==> src/rtl/mrx_pkg.sv <==
package mrx_pkg;

  // Earliest tick count at which a level change counts as a centre transition.
  function automatic int unsigned early_gap(input int unsigned osr);
    return (3 * osr) / 4;
  endfunction

  // Longest gap still counted as part of a valid carrier run.
  function automatic int unsigned late_gap(input int unsigned osr);
    return (5 * osr) / 4;
  endfunction

  // Gap beyond which the stream is declared finished.
  function automatic int unsigned quiet_gap(input int unsigned osr);
    return 2 * osr;
  endfunction

endpackage

==> src/rtl/mrx_edge_track.sv <==
module mrx_edge_track #(
  parameter int unsigned OSR   = 8,
  parameter int unsigned CNT_W = 5
) (
  input  logic clk,
  input  logic rst_n,
  input  logic os_en,
  input  logic line_in,
  output logic mid_evt,
  output logic mid_val,
  output logic gap_ok,
  output logic quiet,
  output logic locked
);
  import mrx_pkg::*;

  localparam logic [CNT_W-1:0] EARLY_C = CNT_W'(early_gap(OSR));
  localparam logic [CNT_W-1:0] LATE_C  = CNT_W'(late_gap(OSR));
  localparam logic [CNT_W-1:0] QUIET_C = CNT_W'(quiet_gap(OSR));

  logic             last_q;
  logic [CNT_W-1:0] cnt_q;
  logic             lock_q;
  logic [CNT_W-1:0] gap;
  logic             toggled;

  // Ticks since the last accepted centre transition, counting this one.
  assign gap     = (&cnt_q) ? cnt_q : cnt_q + 1'b1;
  assign toggled = os_en && (line_in != last_q);
  assign mid_evt = toggled && (!lock_q || gap >= EARLY_C);
  assign mid_val = line_in;
  assign gap_ok  = lock_q && (gap <= LATE_C);
  assign quiet   = os_en && !mid_evt && lock_q && (gap > QUIET_C);
  assign locked  = lock_q;

  always_ff @(posedge clk) begin
    if (!rst_n) begin
      last_q <= 1'b0;
      cnt_q  <= '0;
      lock_q <= 1'b0;
    end else if (os_en) begin
      last_q <= line_in;
      if (mid_evt) begin
        cnt_q  <= '0;
        lock_q <= 1'b1;
      end else begin
        cnt_q <= gap;
        if (quiet) lock_q <= 1'b0;
      end
    end
  end

  assert_quiet_unlocks_R5: assert property (@(posedge clk) disable iff (!rst_n)
    quiet |=> !locked);

  assert_mid_only_on_tick_R1: assert property (@(posedge clk) disable iff (!rst_n)
    mid_evt |-> os_en);

endmodule

==> src/rtl/mrx_carrier.sv <==
module mrx_carrier #(
  parameter int unsigned CS_RUN = 6
) (
  input  logic clk,
  input  logic rst_n,
  input  logic mid_evt,
  input  logic gap_ok,
  input  logic quiet,
  output logic crs,
  output logic bit_evt
);
  localparam int unsigned RUN_W = $clog2(CS_RUN + 1);
  localparam logic [RUN_W-1:0] RUN_LAST = RUN_W'(CS_RUN - 1);

  logic             crs_q;
  logic [RUN_W-1:0] run_q;

  // Only transitions after carrier is already up carry delivered bits.
  assign bit_evt = mid_evt && crs_q;
  assign crs     = crs_q;

  always_ff @(posedge clk) begin
    if (!rst_n) begin
      crs_q <= 1'b0;
      run_q <= '0;
    end else if (quiet) begin
      crs_q <= 1'b0;
      run_q <= '0;
    end else if (mid_evt && !crs_q) begin
      if (!gap_ok) begin
        run_q <= '0;
      end else if (run_q == RUN_LAST) begin
        crs_q <= 1'b1;
        run_q <= '0;
      end else begin
        run_q <= run_q + 1'b1;
      end
    end
  end

  assert_rise_on_good_edge_R4: assert property (@(posedge clk) disable iff (!rst_n)
    $rose(crs_q) |-> $past(mid_evt && gap_ok));

  assert_fall_on_quiet_R5: assert property (@(posedge clk) disable iff (!rst_n)
    $fell(crs_q) |-> $past(quiet));

endmodule

==> src/rtl/mrx_assemble.sv <==
module mrx_assemble #(
  parameter int unsigned DATA_W = 4
) (
  input  logic              clk,
  input  logic              rst_n,
  input  logic              bit_evt,
  input  logic              bit_val,
  input  logic              serial_mode,
  input  logic              flush,
  output logic [DATA_W-1:0] rxd,
  output logic              rx_valid
);
  localparam int unsigned IDX_W = $clog2(DATA_W);
  localparam logic [IDX_W-1:0] IDX_LAST = IDX_W'(DATA_W - 1);

  logic [DATA_W-2:0] sh_q;
  logic [IDX_W-1:0]  idx_q;
  logic              word_done;

  assign word_done = bit_evt && !serial_mode && (idx_q == IDX_LAST);

  always_ff @(posedge clk) begin
    if (!rst_n) begin
      rxd      <= '0;
      rx_valid <= 1'b0;
      sh_q     <= '0;
      idx_q    <= '0;
    end else begin
      rx_valid <= 1'b0;
      if (flush) begin
        rxd   <= '0;
        sh_q  <= '0;
        idx_q <= '0;
      end else if (bit_evt) begin
        if (serial_mode) begin
          rxd      <= {{(DATA_W-1){1'b0}}, bit_val};
          rx_valid <= 1'b1;
        end else if (word_done) begin
          rxd      <= {bit_val, sh_q};
          rx_valid <= 1'b1;
          idx_q    <= '0;
        end else begin
          sh_q[idx_q] <= bit_val;
          idx_q       <= idx_q + 1'b1;
        end
      end
    end
  end

  assert_serial_upper_clear_R3: assert property (@(posedge clk) disable iff (!rst_n)
    (rx_valid && serial_mode && $past(serial_mode)) |-> (rxd[DATA_W-1:1] == '0));

  assert_flush_clears_R5: assert property (@(posedge clk) disable iff (!rst_n)
    flush |=> (rxd == '0) && !rx_valid);

endmodule

==> src/rtl/mrx_manchester_rx.sv <==
module mrx_manchester_rx #(
  parameter int unsigned OSR    = 8,
  parameter int unsigned CS_RUN = 6,
  parameter int unsigned DATA_W = 4
) (
  input  logic              clk,
  input  logic              rst_n,
  input  logic              os_en,
  input  logic              line_in,
  input  logic              serial_mode,
  output logic [DATA_W-1:0] rxd,
  output logic              rx_valid,
  output logic              crs
);
  localparam int unsigned CNT_W = $clog2(2 * OSR + 2);

  logic mid_evt;
  logic mid_val;
  logic gap_ok;
  logic quiet;
  logic locked;
  logic bit_evt;

  mrx_edge_track #(.OSR(OSR), .CNT_W(CNT_W)) u_track (
    .clk(clk), .rst_n(rst_n), .os_en(os_en), .line_in(line_in),
    .mid_evt(mid_evt), .mid_val(mid_val), .gap_ok(gap_ok),
    .quiet(quiet), .locked(locked)
  );

  mrx_carrier #(.CS_RUN(CS_RUN)) u_carrier (
    .clk(clk), .rst_n(rst_n), .mid_evt(mid_evt), .gap_ok(gap_ok),
    .quiet(quiet), .crs(crs), .bit_evt(bit_evt)
  );

  mrx_assemble #(.DATA_W(DATA_W)) u_assemble (
    .clk(clk), .rst_n(rst_n), .bit_evt(bit_evt), .bit_val(mid_val),
    .serial_mode(serial_mode), .flush(quiet), .rxd(rxd), .rx_valid(rx_valid)
  );

  assert_crs_has_lock_R4: assert property (@(posedge clk) disable iff (!rst_n)
    crs |-> locked);

  assert_strobe_in_carrier_R6: assert property (@(posedge clk) disable iff (!rst_n)
    rx_valid |-> crs);

  assert_idle_data_zero_R6: assert property (@(posedge clk) disable iff (!rst_n)
    !crs |-> (rxd == '0));

endmodule

==> config.mk <==
export PLATFORM = sky130hd
export DESIGN_NAME = mrx_manchester_rx
export DESIGN_NICKNAME = d
export VERILOG_FILES = /design/src/rtl/mrx_pkg.sv /design/src/rtl/mrx_edge_track.sv /design/src/rtl/mrx_carrier.sv /design/src/rtl/mrx_assemble.sv /design/src/rtl/mrx_manchester_rx.sv
export SDC_FILE = /design/constraint.sdc
export NUM_CORES = 1
export LEC_CHECK = 0
export BUFFER_PORTS_ARGS = -buffer_cell sky130_fd_sc_hd__clkbuf_2
export CAP_MARGIN = 30
export CORE_MARGIN = 10
export CORE_UTILIZATION = 45
export DETAILED_ROUTE_END_ITERATION = 16
export GPL_ROUTABILITY_DRIVEN = 0
export PLACE_DENSITY_LB_ADDON = 0.25
export SYNTH_ARGS = -nofsm -noshare
export SYNTH_HDL_FRONTEND = slang
export SYNTH_SLANG_ARGS = --single-unit
==> constraint.sdc <==
create_clock -name clk -period 2.7 [get_ports clk]
set_clock_uncertainty 0.15 [all_clocks]
set_input_delay 0.135 -clock clk [delete_from_list [all_inputs] [get_ports clk]]
set_output_delay 0.135 -clock clk [all_outputs]
set_load 0.02 [all_outputs]
Word level (Yosys, flattened, before mapping)
Cells that the tools add are included.
- $add $sub $neg: 3
- $lt $le $gt $ge: 5
- equal/unequal tests: 3
- multiplexer cells: 14
- bitwise logic cells: 4
- reductions and logical operators: 26
- operator list (operator ; count):
    logical AND 1 bit ; 11
    two-way mux 5 bit ; 2
    two-way mux 4 bit ; 2
    two-way mux 3 bit ; 2
    AND reduction 2 bit ; 3
    AND reduction 3 bit ; 2
    adder 5 x 1 -> 5 bit (second input constant) ; 1
    greater-or-equal comparator 5 x 3 -> 1 bit (second input constant) ; 1
    greater-than comparator 5 bit (second input constant) ; 1
    <= comparator 5 x 4 -> 1 bit (second input constant) ; 1
    two-way mux 1 bit ; 5
    AND reduction 5 bit ; 1
    logical NOT 1 bit ; 4
    inverter 1 bit ; 4
    nonzero test 2 bit ; 2
    adder 3 x 1 -> 3 bit (second input constant) ; 1
    bitwise mux 3 bit ; 1
    equality test 3 bit (second input constant) ; 1
    less-than comparator 2 x 3 -> 1 bit (second input constant) ; 1
    OR reduction 3 bit ; 1
    adder 2 x 1 -> 2 bit (second input constant) ; 1
    demux 1 bit (select 2 bit) ; 1
    equality test 2 bit (second input constant) ; 1
    greater-or-equal comparator 2 x 1 -> 1 bit (second input constant) ; 1
    other kinds (4) ; 4
- bits in registers: 21
- input port bits: 5

Longest topological paths before layout
- depth after elaboration: 11
- mapped depth: 8
- mapped depth without buffers: 7

Modules after synthesis
A second synthesis with hierarchy kept.
- cell total of the unflattened synthesis: 128
- area, all modules: 1174.9 um^2
- modules (own cells, without submodules) (module ; times used ; cells an instance ; area an instance (um^2) ; sequential area each (um^2)):
    mrx_edge_track ; 1 ; 61 ; 536.8 ; 140.1
    mrx_assemble ; 1 ; 46 ; 451.7 ; 200.2
    mrx_carrier ; 1 ; 21 ; 186.4 ; 80.1

Worst setup path before layout
Ideal clock, no wire load.
- kind: reg-to-reg
- start point: reg u_track.cnt_q[1]
- end point: reg u_assemble.rx_valid
- data arrival time: 2.009 ns
- required time: 2.431 ns
- path slack: 0.422 ns
- stages on the path, launching flop included: 8
- buffers on the path: 1
- cells stage by stage: dfxtp_1 ha_1 mux2_2 a21oi_1 a211oi_4 o31ai_2 buf_2 nor2_1
- word-level cells in the longest chain between the ends: 10
- ends and longest elaborated chain (item ; line ; RTL):
    from (decl) ; mrx_edge_track.sv:22 ; logic [CNT_W-1:0] cnt_q;
    from (signal assigned) ; mrx_edge_track.sv:47 ; cnt_q <= gap;
    adder 5 x 1 -> 5 bit / AND reduction 5 bit (equally long branches) ; mrx_edge_track.sv:28 ; assign gap = (&cnt_q) ? cnt_q : cnt_q + 1'b1;
    two-way mux 5 bit * ; mrx_edge_track.sv:28 ;
    greater-or-equal comparator 5 x 3 -> 1 bit ; mrx_edge_track.sv:30 ; assign mid_evt = toggled && (!lock_q || gap >= EARLY_C);
    logical OR 1 bit ; mrx_edge_track.sv:30 ;
    logical AND 1 bit ; mrx_edge_track.sv:30 ;
    logical AND 1 bit / logical NOT 1 bit (equally long branches) ; mrx_carrier.sv:19, mrx_edge_track.sv:33 ;
    logical AND 1 bit (on tied branches) (2 in series) ; mrx_assemble.sv:20, mrx_edge_track.sv:33 ;
    two-way mux 1 bit / logical AND 1 bit (equally long branches) ; mrx_assemble.sv:38, mrx_edge_track.sv:33 ;
    two-way mux 1 bit / OR reduction 3 bit (equally long branches) ; n/a ;
    to (signal assigned) ; mrx_assemble.sv:25 ; rx_valid <= 1'b0;
    to (signal assigned) ; mrx_assemble.sv:37 ; rx_valid <= 1'b1;
    to (signal assigned) ; mrx_assemble.sv:40 ; rx_valid <= 1'b1;
    to (decl) ; mrx_assemble.sv:11 ; output logic rx_valid
Every way passes the cells marked *; elsewhere a longest branch is shown, timed or not.
A chain may end at the register's enable or synchronous reset.

Final worst setup path
- start point: reg u_track.cnt_q[0]
- end point: reg u_assemble.idx_q[0]
- word-level cells in the longest chain between the ends: 10
- ends and longest elaborated chain (item ; line ; RTL):
    adder 5 x 1 -> 5 bit / AND reduction 5 bit (equally long branches) ; mrx_edge_track.sv:28 ;
    two-way mux 5 bit * ; mrx_edge_track.sv:28 ;
    greater-or-equal comparator 5 x 3 -> 1 bit ; mrx_edge_track.sv:30 ;
    logical OR 1 bit ; mrx_edge_track.sv:30 ;
    logical AND 1 bit ; mrx_edge_track.sv:30 ;
    logical NOT 1 bit ; mrx_edge_track.sv:33 ; assign quiet = os_en && !mid_evt && lock_q && (gap > QUIET_C);
    logical AND 1 bit (3 in series) ; mrx_edge_track.sv:33 ;
    OR reduction 2 bit (no source line) ; n/a ;
    to (signal assigned) ; mrx_assemble.sv:44 ; idx_q <= idx_q + 1'b1;
    to (decl) ; mrx_assemble.sv:17 ; logic [IDX_W-1:0] idx_q;
Marks and branches as above.

==> summary.txt <==
Timing
  – Hold Slack: 0.0458 ns
  – Fin. max-slew vios: 0
  – Setup TNS: 0 ns
  – Peak Freq: 397 MHz
  – Relative slew slack: 0.695
  – Final min period: 2.52 ns
  – Final hold viol count: 0
  – RSZ-0062 raised after global routing: no
  – Worst setup margin: 0.180 ns
  – Worst-Margin Slew: 0.453 ns
  – Final worst-path cycle share: 0.933
  – Final setup violation count: 0

Clock tree
  – Bufs on Longest Clock Path: 2
  – Sink Count: 21
  – Clock slew at reported path FFs: 0.12 ns
  – Cts repair resizes: 0
  – Clk_lat worst skew: 0.30 ns
  – H-Tree Depth: 1
  – Num CTS Buffers: 3
  – Root buf cell: clkbuf_4
  – CTS tree: built

Yosys
  – Mapped Area: 1140 sq um
  – Net count after synthesis: 140
  – Top FF cell, synth: dfxtp_1
  – Cells after synthesis: 130
  – Synthesized area per cell: 8.75 sq um
  – Async S/R FF share, synth: 0
  – Register area share after synthesis: 0.370
  – Synth cell types: 39
  – Post-synth EDFFs: 0
  – Yosys reg bits: 21
  – Yosys warning count: 0

Layout
  – Most frequent cells in the layout: dfxtp_1, nor2_1, clkbuf_2, nand2_1, a21oi_1
  – Antenna fix cells: 0
  – Most common cell after layout, fill and taps aside: dfxtp_1
  – Layout cells sized above 1: 0.155
  – Synth-to-Final Area Change: 10.3%
  – Seq. cell area: 420 sq um
  – Fillcell total: 234
  – Multi-input logic area: 667 sq um
  – Non-filler cells, final: 172
  – Final nets: 153

Worst setup path
  – CP max-delay cell: dfxtp_1
  – Critical path arrival: 2.58 ns
  – Setup CP Type: reg2reg
  – R2r setup slk: 0.18 ns
  – Reg2Reg Depth: 7
  – Reg-to-reg endpoint: u_assemble.idx_q[0]
  – Setup crit start kind: flop
  – Critical Path RT: 2.76 ns
  – Max stage delay on crit path: 0.52 ns
  – Critical path fanouts, max: 10
  – CP Capture Type: flop
  – R2R Path Start: u_track.cnt_q[0]
  – Cells along the critical path: ha_1, a211oi_1, a31o_2, a211oi_4, and3b_1, mux2i_1, nor2_1

Worst hold path
  – Worst Hold Depth: 3
  – Hold wc startpoint: line_in
  – Path category of the worst min-delay check: in2reg
  – WHS Endpoint: u_assemble.sh_q[0]

Place
  – # port buffers: 10
  – Setup WS pre-CTS: 0.227 ns
  – Placed cell count: 166
  – DP HPWL: 1710 um

Status
  – Status: finished clean

Power
  – Maximum vdd drop: 276 uV
  – P_leak: 0.516 nW
  – Cell Pwr Density: 428 nW/um^2

Die
  – Die span in x: 70.3 um
  – Die ar.: 4940 sq um
  – Die H: 70.3 um
  – Core area: 2450 sq um
  – Initial Utilization: 0.463
  – Placement Rows: 18
  – Ports: 11

Detailed routing
  – Via-to-Cell Ratio: 5.49
  – Post-DRT Antenna Nets: 0
  – Vias: 944
  – Initial DRT Pass Iterations: 4
  – DRC: 0
  – DRT iter0 DRCs: 74
  – DR WL/cell: 13.2 um
  – WL final: 2270 um

Global routing
  – Vias in the first global route: 945
  – Largest net degree at the start of global routing: 12
  – Gr usage total: 0.0926
  – Global-route wire length before repair: 4030 um
  – GRT overflow: 0
  – Initial antenna violation count: 0

Run
  – Max Cap Violations: 0
state kept, by name, indices dropped and copies added (netlist names):
register	cells
u_track.cnt_q	5
u_assemble.rxd	4
u_assemble.sh_q	3
u_carrier.run_q	3
u_assemble.idx_q	2
u_assemble.rx_valid	1
u_carrier.crs	1
u_track.last_q	1
u_track.locked	1
worst max-delay path by stage:
stage	startpoint	to	slack, ns	cells after the start
finish	u_track.cnt_q[0]	u_assemble.idx_q[0]	0.18	7
global placement	u_track.cnt_q[0]	u_assemble.idx_q[1]	0.30	7
global route	u_track.cnt_q[0]	u_assemble.idx_q[0]	0.03	7
floorplan	u_track.cnt_q[1]	u_assemble.rx_valid	0.42	7
CTS	u_track.cnt_q[0]	u_assemble.idx_q[0]	0.21	7
detailed placement	u_track.cnt_q[0]	u_assemble.idx_q[0]	0.23	7
kinds of logic (layout without fill, tap and decap cells):
kind of cell,count (synthesis),in the layout,synth area share
AOI/OAI and AO/OA,33,33,0.212
adders and majority gates,5,5,0.0550
muxes,9,9,0.0814
and+or+nand+nor,51,51,0.230
xor gates and xnor gates,1,1,0.00770
buffers and inverters,10,22,0.0440
DFF,21,21,0.370
layout make-up:
cell class | count | share of cell area
well taps | 30 | 0.0299
clock buffers | 4 | 0.0209
inverters | 3 | 0.00897
multi-input cells | 99 | 0.531
repair buffers | 15 | 0.0738
flip-flops and latches | 21 | 0.335
power breakdown:
group          switching [mW]  internal [mW]
combinational          0.0366         0.0289
clock                  0.0926         0.0574
sequential            0.00703          0.315
timing repair:
action                                 CTS  global route
endpoints found under the hold margin    2             0
hold buffers                             2             0
buffers inserted                         0             0
Yosys cell counts, drive strengths merged, types with 3 or more instances:
library cell | number | area share
buf | 5 | 0.028
nand2 | 9 | 0.030
nand4 | 4 | 0.022
a21oi | 8 | 0.035
nor2b | 6 | 0.033
o21ai | 4 | 0.018
nand3b | 3 | 0.020
o21a | 4 | 0.026
a32oi | 3 | 0.023
inv | 3 | 0.0099
nor2 | 17 | 0.056
ha | 5 | 0.055
mux2i | 7 | 0.062
dfxtp | 21 | 0.37
worst max-delay path, delay by kind of cell (launching register included):
kind / cells / cell delay (ns)
flops: 1 / 0.52
simple gates: 2 / 0.40
compound gates: 3 / 0.79
mux: 1 / 0.23
fa+ha+maj: 1 / 0.33
per-layer routing:
| layer | vias to the layer above | part of all wire | wire [um] | global-route usage |
|---|---|---|---|---|
| met3 | 2 | 0.078 | 177 | 0.0268 |
| met1 | 434 | 0.45 | 1020 | 0.108 |
| met4 | 0 | 0.0040 | 9 | 0.0219 |
| li1 | 487 | - | - | - |
| met5 | - | 0 | 0 | 0 |
| met2 | 21 | 0.47 | 1070 | 0.161 |
metrics by stage:
stage          power, mW   util  area [sq um]
2_1_floorplan      0.377      -          1140
3_3_place_gp       0.391  0.492          1210
3_5_place_dp       0.392  0.492          1210
4_1_cts            0.543  0.511          1250
5_1_grt            0.559  0.511          1250
6_report           0.537  0.511          1250
(Power assumes the default switching activity.)
